`config.mk`:
```
export PLATFORM = sky130hd
export DESIGN_NAME = twi_rd_master
export DESIGN_NICKNAME = d
export VERILOG_FILES = /design/src/rtl/twi_rd_pkg.sv /design/src/rtl/twi_rd_dp.sv /design/src/rtl/twi_rd_ctrl.sv /design/src/rtl/twi_rd_master.sv
export SDC_FILE = /design/constraint.sdc
export NUM_CORES = 1
export LEC_CHECK = 0
export CAP_MARGIN = 20
export CELL_PAD_IN_SITES_DETAIL_PLACEMENT = 1
export CELL_PAD_IN_SITES_GLOBAL_PLACEMENT = 1
export CORE_ASPECT_RATIO = 2
export CORE_MARGIN = 1.5
export CORE_UTILIZATION = 54
export CTS_BUF_LIST = sky130_fd_sc_hd__clkbuf_16
export CTS_CLUSTER_SIZE = 12
export DETAILED_ROUTE_END_ITERATION = 10
export DONT_BUFFER_PORTS = 1
export PLACE_DENSITY_LB_ADDON = 0.05
export SLEW_MARGIN = 20
export SYNTH_ARGS = -nofsm -noshare
export SYNTH_HDL_FRONTEND = slang
export SYNTH_HIERARCHICAL = 1
export SYNTH_SLANG_ARGS = --single-unit
export TNS_END_PERCENT = 10
```
`constraint.sdc`:
```
create_clock -name clk -period 4.2 [get_ports clk]
set_input_delay 0.84 -clock clk [delete_from_list [all_inputs] [get_ports clk]]
set_output_delay 0.84 -clock clk [all_outputs]
set_load 0.05 [all_outputs]
```
`src/rtl/twi_rd_pkg.sv`:
```
`timescale 1ns/1ps
package twi_rd_pkg;

  typedef enum logic [2:0] {
    ST_IDLE,
    ST_START,
    ST_ADDR,
    ST_IADR,
    ST_RSTART,
    ST_DATA,
    ST_STOP
  } busState_t;

  // Strobes from the sequencer to the datapath
  typedef struct packed {
    logic run;        // divider may count
    logic capture;    // latch address inputs
    logic loadAddrW;  // shift register <- {addr, 0}
    logic loadAddrR;  // shift register <- {addr, 1}
    logic loadIadr;   // shift register <- internal address
    logic sample;     // capture data line level
    logic shiftIn;    // shift sampled bit in
    logic loadRhr;    // holding register <- completed byte
    logic setNack;    // raise address-refused flag
  } dpStrobe_t;

endpackage

```
`src/rtl/twi_rd_dp.sv`:
```
`timescale 1ns/1ps
module twi_rd_dp
  import twi_rd_pkg::*;
#(
  parameter int DIV_W       = 8,
  parameter int DATA_W      = 8,
  parameter int SYNC_STAGES = 2
) (
  input  logic              clk,
  input  logic              rstN,
  input  dpStrobe_t         strb,
  input  logic [DIV_W-1:0]  divCfg,
  input  logic [DATA_W-2:0] slvAddr,
  input  logic [DATA_W-1:0] intAddr,
  input  logic              sdaIn,
  input  logic              rhrRead,
  input  logic              statusRead,
  output logic              tick,
  output logic              txBit,
  output logic              smpBit,
  output logic [DATA_W-1:0] rxData,
  output logic              rxRdy,
  output logic              nackFlag,
  output logic              ovrFlag
);

  localparam int ADDR_W = DATA_W - 1;

  logic              sdaS;
  logic [DIV_W-1:0]  divCnt;
  logic [ADDR_W-1:0] addrQ;
  logic [ADDR_W-1:0] addrSel;
  logic [DATA_W-1:0] iadrQ;
  logic [DATA_W-1:0] shReg;

  // Input synchronizer, depth chosen by parameter
  generate
    if (SYNC_STAGES > 0) begin : g_sync
      logic [SYNC_STAGES-1:0] syncQ;
      always_ff @(posedge clk or negedge rstN) begin
        if (!rstN) begin
          syncQ <= '1;
        end else begin
          syncQ[0] <= sdaIn;
          for (int i = 1; i < SYNC_STAGES; i++) syncQ[i] <= syncQ[i-1];
        end
      end
      assign sdaS = syncQ[SYNC_STAGES-1];
    end else begin : g_nosync
      assign sdaS = sdaIn;
    end
  endgenerate

  // Quarter-bit divider
  assign tick = strb.run && (divCnt == divCfg);

  always_ff @(posedge clk or negedge rstN) begin
    if (!rstN) divCnt <= '0;
    else if (!strb.run || tick) divCnt <= '0;
    else divCnt <= divCnt + 1'b1;
  end

  // Address capture
  always_ff @(posedge clk or negedge rstN) begin
    if (!rstN) begin
      addrQ <= '0;
      iadrQ <= '0;
    end else if (strb.capture) begin
      addrQ <= slvAddr;
      iadrQ <= intAddr;
    end
  end

  assign addrSel = strb.capture ? slvAddr : addrQ;

  // Shared transmit/receive shift register
  always_ff @(posedge clk or negedge rstN) begin
    if (!rstN) shReg <= '0;
    else if (strb.loadAddrW) shReg <= {addrSel, 1'b0};
    else if (strb.loadAddrR) shReg <= {addrSel, 1'b1};
    else if (strb.loadIadr) shReg <= iadrQ;
    else if (strb.shiftIn) shReg <= {shReg[DATA_W-2:0], smpBit};
  end

  assign txBit = shReg[DATA_W-1];

  always_ff @(posedge clk or negedge rstN) begin
    if (!rstN) smpBit <= 1'b1;
    else if (strb.sample) smpBit <= sdaS;
  end

  // Holding register and status flags
  always_ff @(posedge clk or negedge rstN) begin
    if (!rstN) begin
      rxData <= '0;
      rxRdy  <= 1'b0;
    end else if (strb.loadRhr) begin
      rxData <= {shReg[DATA_W-2:0], smpBit};
      rxRdy  <= 1'b1;
    end else if (rhrRead) begin
      rxRdy  <= 1'b0;
    end
  end

  always_ff @(posedge clk or negedge rstN) begin
    if (!rstN) ovrFlag <= 1'b0;
    else if (strb.loadRhr && rxRdy && !rhrRead) ovrFlag <= 1'b1;
    else if (statusRead) ovrFlag <= 1'b0;
  end

  always_ff @(posedge clk or negedge rstN) begin
    if (!rstN) nackFlag <= 1'b0;
    else if (strb.setNack) nackFlag <= 1'b1;
    else if (statusRead) nackFlag <= 1'b0;
  end

  AST_RXRDY_ON_LOAD: assert property (@(posedge clk) disable iff (!rstN)
    strb.loadRhr |=> rxRdy);

  AST_OVERRUN_FLAG: assert property (@(posedge clk) disable iff (!rstN)
    (strb.loadRhr && rxRdy && !rhrRead) |=> (ovrFlag && rxRdy));

  AST_NACK_STICKY: assert property (@(posedge clk) disable iff (!rstN)
    (nackFlag && !statusRead) |=> nackFlag);

endmodule

```
`src/rtl/twi_rd_ctrl.sv`:
```
`timescale 1ns/1ps
module twi_rd_ctrl
  import twi_rd_pkg::*;
#(
  parameter int DATA_W = 8
) (
  input  logic      clk,
  input  logic      rstN,
  input  logic      startReq,
  input  logic      stopReq,
  input  logic      useIadr,
  input  logic      tick,
  input  logic      txBit,
  input  logic      smpBit,
  output dpStrobe_t strb,
  output logic      sclOe,
  output logic      sdaOe,
  output logic      txComp
);

  localparam int BIT_W = $clog2(DATA_W + 1);
  localparam logic [BIT_W-1:0] ACK_IDX  = BIT_W'(DATA_W);
  localparam logic [BIT_W-1:0] LAST_BIT = BIT_W'(DATA_W - 1);

  busState_t        state;
  logic [1:0]       q;
  logic [BIT_W-1:0] bitCnt;
  logic             addrRead;
  logic             lastByte;
  logic             stopPend;

  logic smpSlot, endSlot, isBitState, dataBit, ackSlot, capture;
  logic sclLowC, sdaLowC, sdaHold;

  assign smpSlot    = tick && (q == 2'd2);
  assign endSlot    = tick && (q == 2'd3);
  assign isBitState = (state == ST_ADDR) || (state == ST_IADR) || (state == ST_DATA);
  assign dataBit    = bitCnt < ACK_IDX;
  assign ackSlot    = endSlot && (bitCnt == ACK_IDX);
  assign capture    = (state == ST_IDLE) && startReq;

  // Strobes to the datapath
  always_comb begin
    strb           = '0;
    strb.run       = (state != ST_IDLE);
    strb.capture   = capture;
    strb.loadAddrW = capture && useIadr;
    strb.loadAddrR = (capture && !useIadr) ||
                     (ackSlot && (state == ST_IADR) && !smpBit);
    strb.loadIadr  = ackSlot && (state == ST_ADDR) && !smpBit && !addrRead;
    strb.sample    = smpSlot && isBitState;
    strb.shiftIn   = endSlot && isBitState && dataBit;
    strb.loadRhr   = endSlot && (state == ST_DATA) && (bitCnt == LAST_BIT);
    strb.setNack   = ackSlot && ((state == ST_ADDR) || (state == ST_IADR)) && smpBit;
  end

  // Sequencer
  always_ff @(posedge clk or negedge rstN) begin
    if (!rstN) begin
      state    <= ST_IDLE;
      q        <= 2'd0;
      bitCnt   <= '0;
      addrRead <= 1'b0;
      lastByte <= 1'b0;
      stopPend <= 1'b0;
      txComp   <= 1'b1;
    end else if (capture) begin
      state    <= ST_START;
      q        <= 2'd0;
      bitCnt   <= '0;
      addrRead <= !useIadr;
      lastByte <= 1'b0;
      stopPend <= stopReq;
      txComp   <= 1'b0;
    end else begin
      if (stopReq && (state != ST_IDLE)) stopPend <= 1'b1;
      if (tick) q <= q + 2'd1;
      if (endSlot) begin
        case (state)
          ST_START, ST_RSTART: begin
            state  <= ST_ADDR;
            bitCnt <= '0;
          end
          ST_ADDR: begin
            if (dataBit) begin
              bitCnt <= bitCnt + 1'b1;
            end else if (smpBit) begin
              state <= ST_STOP;
            end else if (addrRead) begin
              state    <= ST_DATA;
              bitCnt   <= '0;
              lastByte <= stopPend || stopReq;
            end else begin
              state  <= ST_IADR;
              bitCnt <= '0;
            end
          end
          ST_IADR: begin
            if (dataBit) begin
              bitCnt <= bitCnt + 1'b1;
            end else if (smpBit) begin
              state <= ST_STOP;
            end else begin
              state    <= ST_RSTART;
              addrRead <= 1'b1;
            end
          end
          ST_DATA: begin
            if (dataBit) begin
              bitCnt <= bitCnt + 1'b1;
            end else if (lastByte) begin
              state <= ST_STOP;
            end else begin
              bitCnt   <= '0;
              lastByte <= stopPend || stopReq;
            end
          end
          ST_STOP: begin
            state  <= ST_IDLE;
            txComp <= 1'b1;
          end
          default: state <= ST_IDLE;
        endcase
      end
    end
  end

  // Line levels per quarter of a bit slot
  always_comb begin
    sclLowC = 1'b0;
    sdaLowC = 1'b0;
    case (state)
      ST_START, ST_RSTART: begin
        sclLowC = (q < 2'd2);
        sdaLowC = (q == 2'd3);
      end
      ST_ADDR, ST_IADR: begin
        sclLowC = (q < 2'd2);
        sdaLowC = dataBit ? !txBit : 1'b0;
      end
      ST_DATA: begin
        sclLowC = (q < 2'd2);
        sdaLowC = dataBit ? 1'b0 : !lastByte;
      end
      ST_STOP: begin
        sclLowC = (q < 2'd2);
        sdaLowC = (q != 2'd3);
      end
      default: begin
        sclLowC = 1'b0;
        sdaLowC = 1'b0;
      end
    endcase
  end

  assign sdaHold = (state != ST_IDLE) && (q == 2'd0);

  always_ff @(posedge clk or negedge rstN) begin
    if (!rstN) begin
      sclOe <= 1'b0;
      sdaOe <= 1'b0;
    end else begin
      sclOe <= sclLowC;
      if (!sdaHold) sdaOe <= sdaLowC;
    end
  end

  AST_START_DROPS_DONE: assert property (@(posedge clk) disable iff (!rstN)
    ((state == ST_IDLE) && startReq) |=> (!txComp && (state == ST_START)));

  AST_DONE_AFTER_STOP: assert property (@(posedge clk) disable iff (!rstN)
    $rose(txComp) |-> ($past(state) == ST_STOP));

  AST_SDA_STABLE_SCL_HIGH: assert property (@(posedge clk) disable iff (!rstN)
    (isBitState && $past(isBitState) && !sclOe && !$past(sclOe)) |-> $stable(sdaOe));

endmodule

```
`src/rtl/twi_rd_master.sv`:
```
`timescale 1ns/1ps
module twi_rd_master
  import twi_rd_pkg::*;
#(
  parameter int DIV_W       = 8,
  parameter int DATA_W      = 8,
  parameter int SYNC_STAGES = 2
) (
  input  logic              clk,
  input  logic              rstN,
  input  logic [DIV_W-1:0]  divCfg,
  input  logic              startReq,
  input  logic              stopReq,
  input  logic              useIadr,
  input  logic [DATA_W-2:0] slvAddr,
  input  logic [DATA_W-1:0] intAddr,
  input  logic              rhrRead,
  input  logic              statusRead,
  output logic [DATA_W-1:0] rxData,
  output logic              rxRdy,
  output logic              dmaReq,
  output logic              nackFlag,
  output logic              ovrFlag,
  output logic              txComp,
  output logic              sclOe,
  output logic              sdaOe,
  input  logic              sdaIn
);

  dpStrobe_t strb;
  logic      tick;
  logic      txBit;
  logic      smpBit;

  twi_rd_ctrl #(.DATA_W(DATA_W)) u_ctrl (
    .clk      (clk),
    .rstN     (rstN),
    .startReq (startReq),
    .stopReq  (stopReq),
    .useIadr  (useIadr),
    .tick     (tick),
    .txBit    (txBit),
    .smpBit   (smpBit),
    .strb     (strb),
    .sclOe    (sclOe),
    .sdaOe    (sdaOe),
    .txComp   (txComp)
  );

  twi_rd_dp #(
    .DIV_W       (DIV_W),
    .DATA_W      (DATA_W),
    .SYNC_STAGES (SYNC_STAGES)
  ) u_dp (
    .clk        (clk),
    .rstN       (rstN),
    .strb       (strb),
    .divCfg     (divCfg),
    .slvAddr    (slvAddr),
    .intAddr    (intAddr),
    .sdaIn      (sdaIn),
    .rhrRead    (rhrRead),
    .statusRead (statusRead),
    .tick       (tick),
    .txBit      (txBit),
    .smpBit     (smpBit),
    .rxData     (rxData),
    .rxRdy      (rxRdy),
    .nackFlag   (nackFlag),
    .ovrFlag    (ovrFlag)
  );

  assign dmaReq = rxRdy;

endmodule

```
Yosys cells after proc, flatten, opt, wreduce, memory -nomap -nowiden
Index checks and enable logic that the tools add are counted.

storage, ports and cells
  output and inout port bits = 15
  bits of input ports = 31
  word-level logic and storage cells = 157
  register bits after elaboration = 60

operators by class
  muxes and demuxes = 53
  add/subtract/negate cells = 3
  $lt $le $gt $ge = 2
  equality and inequality tests = 23
  reductions and logical operators = 57

operator list
  cell                   count
  $mux W8                5
  $mux W4                7
  $mux W1                25
  $mux W3                8
  $logic_and A1 B1 Y1    23
  $pmux W4 S4            1
  $reduce_bool A2 Y1     8
  $ne A3 B3 Y1 const B   4
  $pmux W3 S4            1
  $reduce_and A5 Y1      2
  $eq A3 B3 Y1 const B   3
  $ne A3 B1 Y1 const B   3
  $add A8 B1 Y8 const B  1
  $eq A8 B8 Y1           1
  $ne A4 B4 Y1 const B   2
  $logic_not A1 Y1       7
  $mux W7                1
  $eq A3 B2 Y1 const B   2
  $mux W2                3
  $ne A2 B2 Y1 const B   3
  $reduce_and A6 Y1      1
  $reduce_bool A3 Y1     2
  $reduce_or A6 Y1       1
  $logic_or A1 B1 Y1     5
  17 further kinds       19

Depth between registers and ports, before layout
  depth after elaboration = 10
  gate-level depth with buffers = 15
  depth with buffers taken out = 11

Modules after synthesis
The synthesis kept the hierarchy.

modules (own cells, without submodules)
  module         seq. area each (µm²)  area each (µm²)  cells an instance  instances
  twi_rd_dp      1129.8                1983.2           152                1
  twi_rd_ctrl    376.6                 1172.4           133                1
  twi_rd_master  0.0                   7.5              1                  1

Worst setup path after synthesis
OpenSTA, ideal clock, no wires.

  kind = input to register
  start point = in divCfg[7]
  end point = reg u_dp.shReg[1]
  arrival = 3150 ps
  setup time = 119 ps
  path buffers = 3
  path slack = 931 ps
  stages = 11
  data required time = 4081 ps
  cells stage by stage = xor2_2 > nor4_2 > and3_1 > and2_0 > buf_2 > nand4b_1 > nor2_1 > clkbuf_1 > clkbuf_1 > o211ai_1 > o21a_1

RTL lines
  item                  line                 source
  from (decl)           twi_rd_master.sv:11  input logic [DIV_W-1:0] divCfg,
  to (signal assigned)  twi_rd_dp.sv:79      else if (strb.loadAddrW) shReg <= {addrSel, 1'b0};
  to (signal assigned)  twi_rd_dp.sv:80      else if (strb.loadAddrR) shReg <= {addrSel, 1'b1};
  to (signal assigned)  twi_rd_dp.sv:81      else if (strb.loadIadr) shReg <= iadrQ;
  to (decl)             twi_rd_dp.sv:34      logic [DATA_W-1:0] shReg;

==> results.txt <==
Antenna violations before repair: 0
Status: completed
Hold buffers post-CTS: 0
Pin count of the biggest net entering global routing: 61
Fillers: 599
CTS tree: yes
Post-layout nets: 322
Met1 usage: 27.2%
Vias in the first global route: 2394
Clock Tree Buf Depth: 2
Yosys top cell by area: dfrtp_1
Area growth syn-to-layout: 9.30%
Post-synth top area share: 44.3%
Mux share of post-synthesis cell area: 13.1%
Setup Skew: 6.10 ps
Worst Max-Slew Pin Slew: 922 ps
Post-synth ARST share: 100%
Final period utilization: 75.2%
Crit Path Max Fanout: 14
CORE AREA: 5660 um^2
Final Hold Viols: 0
Worst Hold Class: in -> async
Synth Area in Simple Gates: 12.9%
DRT iter0 DRCs: 94
Syn Nets: 324
R2R setup slack: 1040 ps
Layout cells sized above 1: 20.8%
Synthesis-stage register bit count: 60
Fin crit period: 3160 ps
Post-DR vias/cell: 6.30
Clk sinks: 60
Post-synth top flop: dfrtp_1
Rows: 39
Largest family of logic cells by synthesized area: compound AO/OA/AOI/OAI gates
Worst-case vdd ir drop: 0.504 mV
Peak Freq: 317 MHz
Initial Utilization: 55.9%
WS Path Type: reg -> reg
Global-route wire length before repair: 11.9 mm
Root cell of the clock tree: clkbuf_16
Number of synthesized flops with an enable pin: 0
Die Y: 111 um
TritonRoute pass-1 iters: 4
Synth Area in Compound Gates: 14.7%
DR DRC count: 0
Cts bufs inserted: 9
Post_cts resized: 0
Gate Count Post-Synth: 286
GR peak layer: met2
LEAKAGE: 1.55 nW
Die W: 57.1 um
Top post-synthesis cells by area: dfrtp_1 (44%), mux2_2 (9.3%), mux2i_1 (3.8%)
Worst path arrival time: 3380 ps
CP Capture Type: register
Synth top cells by count: dfrtp_1 (56), mux2_2 (26), nand2_1 (17), nor2_1 (17), inv_1 (16)
Required @ worst endpoint: 4420 ps
Critical Path Start Type: register
Wire length per cell: 20.6 um
Most frequent cell after synthesis: dfrtp_1
Met2 usage: 42.1%
Port buffer count: 0
RSZ-0062 raised after global routing: no
Ports: 46
Post-Synth XOR/XNOR Area: 3.56%
Met3 GRT Util: 7.93%
Via count: 2205
Syn. warnings: 6
Slew margin rel.: 38.5%
Antenna Nets Post-Route: 0
GRT Overall Usage: 24.9%
Dpl hpwl: 5.01 mm
Synth Area per Inst: 11.1 um^2
H-Tree Level Count: 3
Grt total ovfl: 0
Tot Pwr: 1.66 mW
Ant diodes: 0
Clock latency at the later pin of the worst-skew pair: 330 ps
Post-Route WL: 7.20 mm
Total negative slack: 0 ps
Sequential share of the synthesized area: 47.6%
Slew Limit Fails: 0
Cell variety after synth: 61
Die ar.: 6350 um^2
MaxCap Viol Count: 0
Post-Synth Adder-Cell Area: 2.77%
Setup Buffers After CTS: 0
Pwr Density: 479 nW/um^2
Routability congestion estimate from global placement: 0.833
Clk pin slew, worst setup/hold paths: 50 ps
Mapped Area: 3160 um^2
Final setup fails: 0
-- routing by layer --
metal | routed length, um | vias up
met4 | 217 | 0
li1 | - | 1024
met5 | 0 | -
met3 | 305 | 16
met2 | 4050 | 53
met1 | 2630 | 1112
-- logic make-up (layout without fill, tap and decap cells) --
family,Yosys count,count (layout)
xor gates and xnor gates,12,12
muxes,38,38
and+or+nand+nor,74,74
AOI/OAI and AO/OA,60,60
adders and majority gates,7,7
buffers and inverters,35,38
DFF,60,60
-- sequential cells by signal, indices dropped and copies added, names as in the netlist, 2 cells and up --
signal             cells
u_dp/divCnt            8
u_dp/g_sync.syncQ      2
u_ctrl/bitCnt          4
u_ctrl/state           3
u_ctrl/q               2
u_dp/iadrQ             8
u_dp/shReg             8
u_dp/addrQ             7
u_dp/rxData            8
-- power by group --
| group | internal (mW) | switching, mW |
|---|---|---|
| sequential | 0.646 | 0.102 |
| combinational | 0.106 | 0.104 |
| clock | 0.449 | 0.249 |
-- layout make-up --
type / instances / area, um^2 / area share, %
Inverter: 17 / 68.8 / 1.99
Clock buffer: 9 / 225 / 6.51
Clock inverter: 7 / 57.6 / 1.66
Timing Repair Buffer: 5 / 37.5 / 1.09
Multi-Input combinational cell: 191 / 1490 / 43.0
Tap cell: 61 / 76.3 / 2.21
Sequential cell: 60 / 1510 / 43.6
-- stage by stage --
step	hold WS, ps	setup WS (ps)	cells	util [%]	cell area [um^2]
global placement	346	947	334	56.1	3170
global route	188	826	350	61.1	3460
floorplan	345	931	286	-	3160
CTS	189	1050	350	61.1	3460
detailed placement	356	871	334	56.1	3170
finish	202	1040	350	61.1	3460
-- path summary, 6_finish.rpt --
kind | cells after the start | endpoint | startpoint
hold reg to reg | 0 | u_dp/g_sync.syncQ[1]$_DFF_PN1_ | u_dp/g_sync.syncQ[0]$_DFF_PN1_
hold / removal | 0 | u_ctrl/sdaOe$_DFFE_PN0N_ | rstN
setup reg to reg | 10 | u_dp/shReg[1]$_DFFE_PN0P_ | u_ctrl/state[2]$_DFFE_PN0P_
max in group asynchronous | 0 | u_dp/smpBit$_DFFE_PN1P_ | rstN
setup / recovery | 10 | u_dp/shReg[1]$_DFFE_PN0P_ | u_ctrl/state[2]$_DFFE_PN0P_
min in group clk | 0 | u_dp/g_sync.syncQ[1]$_DFF_PN1_ | u_dp/g_sync.syncQ[0]$_DFF_PN1_
-- cells in the final DEF (no fill, tap or decap), drive strengths merged, types with 3 or more instances in the layout --
master / synthesis / final
mux2: 26 / 26
o21a: 8 / 8
a21oi: 5 / 5
or3: 4 / 4
mux2i: 12 / 12
inv: 16 / 16
nand3: 4 / 4
clkbuf: 9 / 9
dfstp: 4 / 4
buf: 9 / 5
ha: 7 / 7
nor3: 3 / 3
nand2b: 5 / 5
xor2: 10 / 10
clkinv: 1 / 7
and3: 5 / 5
a221oi: 5 / 5
nor4: 3 / 3
o211ai: 8 / 8
o21ai: 7 / 7
nor2: 17 / 17
dfrtp: 56 / 56
nand2: 17 / 17
a211oi: 5 / 5
a31oi: 4 / 4
-- worst max-delay path: stages (launching register included) --
cell,delay (ps)
dfrtp_1,420
or2_2,320
nor2_1,220
inv_1,90
and3_1,230
and2_0,330
nand4b_1,230
o22ai_1,140
nor2_1,720
o211ai_1,180
o21a_1,170
No activity file was read; power rests on OpenSTA's default activity.
